===== src/rtl/bbm_pkg.sv =====
package bbm_pkg;
  localparam int ADDR_W = 20;
  localparam int BYTE_W = 8;
  localparam int LANES  = 2;
  localparam int DATA_W = BYTE_W * LANES;

  typedef enum logic [1:0] {
    ACC_NONE = 2'b00,
    ACC_EVEN = 2'b01,
    ACC_ODD  = 2'b10,
    ACC_WORD = 2'b11
  } acc_kind_e;
endpackage


===== src/rtl/bbm_decode.sv =====
module bbm_decode
  import bbm_pkg::*;
(
  input  logic             a0_i,
  input  logic             bhe_ni,
  output logic [LANES-1:0] sel_o,
  output acc_kind_e        kind_o
);
  always_comb begin
    unique case ({a0_i, bhe_ni})
      2'b00:   kind_o = ACC_WORD;
      2'b01:   kind_o = ACC_EVEN;
      2'b10:   kind_o = ACC_ODD;
      default: kind_o = ACC_NONE;
    endcase
  end

  // bit 0 = even bank, bit 1 = odd bank
  assign sel_o = kind_o;
endmodule


===== src/rtl/bbm_byte_bank.sv =====
module bbm_byte_bank #(
  parameter int IDX_W  = 6,
  parameter int BYTE_W = 8
) (
  input  logic              clk_i,
  input  logic              rst_ni,
  input  logic [IDX_W-1:0]  idx_i,
  input  logic              we_i,
  input  logic [BYTE_W-1:0] wdata_i,
  output logic [BYTE_W-1:0] rdata_o
);
  localparam int DEPTH = 1 << IDX_W;

  logic [BYTE_W-1:0] mem_q [DEPTH];

  always_ff @(posedge clk_i or negedge rst_ni) begin
    if (!rst_ni) begin
      for (int i = 0; i < DEPTH; i++) mem_q[i] <= '0;
    end else if (we_i) begin
      mem_q[idx_i] <= wdata_i;
    end
  end

  assign rdata_o = mem_q[idx_i];

  // a write lands at the indexed location by the next cycle
  a_r7_write_lands: assert property (@(posedge clk_i) disable iff (!rst_ni)
    we_i |=> mem_q[$past(idx_i)] == $past(wdata_i));

  // a location that was not written keeps its content
  a_r6_hold_unwritten: assert property (@(posedge clk_i) disable iff (!rst_ni)
    !we_i |=> mem_q[$past(idx_i)] == $past(rdata_o));
endmodule


===== src/rtl/byte_bank_mem.sv =====
module byte_bank_mem
  import bbm_pkg::*;
#(
  parameter int BANK_AW = 6
) (
  input  logic              clk_i,
  input  logic              rst_ni,
  input  logic [ADDR_W-1:0] addr_i,
  input  logic              bhe_ni,
  input  logic              rd_i,
  input  logic              wr_i,
  input  logic [DATA_W-1:0] wdata_i,
  output logic [DATA_W-1:0] rdata_o
);
  logic [LANES-1:0]   sel;
  acc_kind_e          kind;
  logic [BANK_AW-1:0] idx;

  assign idx = addr_i[BANK_AW:1];

  bbm_decode u_decode (
    .a0_i   (addr_i[0]),
    .bhe_ni (bhe_ni),
    .sel_o  (sel),
    .kind_o (kind)
  );

  for (genvar b = 0; b < LANES; b++) begin : g_bank
    logic [BYTE_W-1:0] bank_rd;

    bbm_byte_bank #(.IDX_W(BANK_AW), .BYTE_W(BYTE_W)) u_bank (
      .clk_i   (clk_i),
      .rst_ni  (rst_ni),
      .idx_i   (idx),
      .we_i    (wr_i & sel[b]),
      .wdata_i (wdata_i[b*BYTE_W +: BYTE_W]),
      .rdata_o (bank_rd)
    );

    // fixed lane per bank: no shifting
    assign rdata_o[b*BYTE_W +: BYTE_W] = (rd_i && sel[b]) ? bank_rd : '0;
  end

  a_r7_idle_zero: assert property (@(posedge clk_i) disable iff (!rst_ni)
    !rd_i |-> rdata_o == '0);

  a_r3_upper_lane_off: assert property (@(posedge clk_i) disable iff (!rst_ni)
    (rd_i && bhe_ni) |-> rdata_o[DATA_W-1:BYTE_W] == '0);

  a_r4_lower_lane_off: assert property (@(posedge clk_i) disable iff (!rst_ni)
    (rd_i && addr_i[0]) |-> rdata_o[BYTE_W-1:0] == '0);

  a_r6_no_bank_zero: assert property (@(posedge clk_i) disable iff (!rst_ni)
    (kind == ACC_NONE) |-> rdata_o == '0);
endmodule


===== config.mk =====
export PLATFORM = sky130hd
export DESIGN_NAME = byte_bank_mem
export DESIGN_NICKNAME = d
export VERILOG_FILES = /design/src/rtl/bbm_pkg.sv /design/src/rtl/bbm_decode.sv /design/src/rtl/bbm_byte_bank.sv /design/src/rtl/byte_bank_mem.sv
export SDC_FILE = /design/constraint.sdc
export NUM_CORES = 1
export LEC_CHECK = 0
export ABC_AREA = 0
export BUFFER_PORTS_ARGS = -buffer_cell sky130_fd_sc_hd__buf_2
export CAP_MARGIN = 20
export CELL_PAD_IN_SITES_DETAIL_PLACEMENT = 1
export CELL_PAD_IN_SITES_GLOBAL_PLACEMENT = 2
export CORE_MARGIN = 3
export CORE_UTILIZATION = 49
export CTS_CLUSTER_SIZE = 30
export DETAILED_ROUTE_END_ITERATION = 10
export MAX_ROUTING_LAYER = met4
export PLACE_DENSITY_LB_ADDON = 0.1
export SLEW_MARGIN = 20
export SYNTH_ARGS = -nofsm -noshare
export SYNTH_HDL_FRONTEND = slang
export SYNTH_SLANG_ARGS = --single-unit

===== constraint.sdc =====
create_clock -name clk_i -period 7.1 [get_ports clk_i]
set_input_delay 1.42 -clock clk_i [delete_from_list [all_inputs] [get_ports clk_i]]
set_output_delay 1.42 -clock clk_i [all_outputs]
set_load 0.02 [all_outputs]

==> flow_summary.toml <==
[status]
status = "finished clean"

[logic_synthesis]
synth_nets = 3609
synth.distinct_cells = 63
synth-seq-cells = 1024
yosysSeqAreaShare = 0.5409
synth_area_leaders = "dfrtp_1 54%, mux2_2 26%, a221oi_1 3.0%"
synth_edf_count = 0
synth_top_area_frac = 0.5409
synth_top_area_cell = "dfrtp_1"
async_flop_share = 1.000
ys.flop_type = "dfrtp_1"
netlist_area_sq_um = 47370
synthCells = 3568
syn_area_per_cell_sq_um = 13.28
yosysMostFrequentCell = "mux2_2"
ys_top_cells_by_count = "1,090 x mux2_2, 1,024 x dfrtp_1, 226 x clkbuf_1"
yosysWarnings = 0

[cts]
root_buffer = "clkbuf_16"
cts_tree = "built"
path_clk_slew_ns = 0.05
post_cts_buffers = 0
clk_latency_ns = 0.69
cts_inserted_buffers = 114
htreeDepth = 3
post_cts_resized = 0
clock-sinks = 1024
cts_max_path_buffers = 3
cts_hold_buf = 0

[hold_path]
hp-class = "flop to flop"
worstHoldStart = "g_bank[0].u_bank.mem_q[448]"

[setup_path]
crit_start = "addr_i[4]"
critPathMaxFanout = 27
path_cells = "buf_2 -> or3b_2 -> a21oi_1 -> or4_1 -> a2111oi_0 -> a31oi_1 -> buf_2"
crit_type = "primary input to primary output"
end_kind = "primary output"
slowest_stage = "a2111oi_0"
critPathRequiredTime_ns = 5.68
path_common_cell = "buf_2"
worstPathArrival_ns = 4.89
rr_startpoint = "g_bank[0].u_bank.mem_q[229]"
max_stage_delay_ns = 0.82
startpoint_type = "primary input"

[sta]
finClkSkew_ns = 0
rsz0062_at_grt = "false"
hold_violations = 0
post-route-period-util = 0.8885
fin_tns_setup_ns = 0
finalSetupViolCount = 0
max_freq_mhz = 158.5
min_period_ns = 6.308
drv_slew = 0
maxSlewHeadroom = 0.2651
tightest_slew_ns = 1.098

[power_and_ir_drop]
peakVddDrop_uv = 183.8
p_leak_uw = 0.02447
power.density_nw_per_um2 = 266.0

[floorplanning]
dieArea_sq_um = 100400
rows = 113
die-height_um = 316.9
io_pins = 57
initial_utilization = 0.4964
die_w_um = 316.9
fp.coreArea_sq_um = 95440

[final_layout]
nFillCells = 9177
top_regs = "g_bank.u_bank.mem_q: 1024 flops"
largest_reg_flops = 1024
multiInputGateArea_sq_um = 20520
nets = 3557
area_growth_pct = 11.63
largest-register = "g_bank.u_bank.mem_q"
final_cell_area_sq_um = 52880
drive_above_1_share = 0.4343
regArea_sq_um = 25620

[route]
routedWlPerCell_um = 31.53
vias_per_cell = 6.526
route.detailed.drc = 0
drt-pass1-iter-count = 5
wl_um = 153800
drtIter0Drc = 2578
postRouteAntennaNets = 0
vias = 31830

[place]
io_buffers = 43
gp_congestion = 0.8703
dpl.hpwl_um = 97560
place_area_sq_um = 48960

[grt]
grt_start_max_net_pins = 175
antenna_found_initial = 4
grt_pass1_wl_um = 229900
track_usage = 0.3167
grt_remaining_overflow = 0
grt_pass1_vias = 34770

[run]
drv_cap = 0
## power by group
| group | internal, uW | switching [uW] | total (uW) |
|---|---|---|---|
| clock | 3660 | 2450 | 6110 |
| combinational | 594 | 795 | 1390 |
| sequential | 6320 | 255 | 6570 |
| total | 10600 | 3500 | 14100 |
## worst max-delay path: cells and delay by family
kind / cells / cell delay, ns
compound gates: 3 / 1.43
buf+inv: 2 / 0.71
simple gates: 2 / 1.29
## cells by family after synthesis
kind of cell           after synthesis  share of synthesized area
buffers and inverters              324                    0.02797
AOI/OAI and AO/OA                  560                    0.08782
muxes                             1162                     0.2823
DFF                               1024                     0.5409
and+or+nand+nor                    498                    0.06096
## per-layer routing
| metal | up-vias | GRT usage | wire (um) |
|---|---|---|---|
| met5 | - | - | 0 |
| met4 | 0 | 0.09189 | 4628 |
| met3 | 260 | 0.04920 | 8978 |
| met2 | 939 | 0.4866 | 71350 |
| met1 | 17320 | 0.4384 | 68820 |
| li1 | 13310 | - | - |
## path summary, 6_finish.rpt
check	end	slack [ns]	depth (start not counted)
max in group asynchronous	g_bank[1].u_bank.mem_q[401]	4.67	2
worst min register to register	g_bank[0].u_bank.mem_q[448]	0.50	1
worst max register to register	g_bank[0].u_bank.mem_q[229]	6.29	1
min in group asynchronous	g_bank[0].u_bank.mem_q[218]	0.85	1
worst max-delay path	rdata_o[7]	0.79	7
worst min-delay path	g_bank[0].u_bank.mem_q[448]	0.50	1
## through the flow
stage	utilization	std cells	hold slack (ns)	power (uW)	setup WS (ns)
global route	0.5540	4874	0.5139	14590	0.8949
CTS	0.5539	4873	0.5013	14170	1.039
detailed placement	0.5131	4665	0.4862	8052	1.027
finish	0.5541	4877	0.5002	14070	0.7918
floorplan	-	3568	0.4595	7454	2.409
global placement	0.5131	4665	0.4772	7929	1.032
## cells in the final DEF, fill, tap and decap left out, types with 14 or more instances in the layout
master,instances
or3b_2,19
a221oi_1,163
clkinv_2,22
and3b_1,18
a21oi_1,73
nand2_1,113
o22ai_1,24
clkbuf_8,33
a222oi_1,14
o21ai_0,64
and3_1,28
nor2_1,40
mux2_2,1090
nand3_1,22
nand3b_1,50
nand2b_1,15
o221ai_1,14
nor3_1,45
mux4_2,30
buf_4,97
clkbuf_16,115
buf_2,39
dfrtp_1,1024
nor3b_1,23
a22oi_1,101
mux2i_1,39
a31oi_1,26
nor2_2,59
clkbuf_1,19
## cell type report
type / instances / area share
sequential: 1024 / 0.4846
multi-input combinational: 2220 / 0.3881
clock buffer: 166 / 0.06409
tap: 1265 / 0.02993
timing repair buffer: 153 / 0.02326
clock inverter: 42 / 0.009653
inverter: 3 / 0.0002366
antenna: 4 / 0.0001893
(Power assumes the default switching activity.)
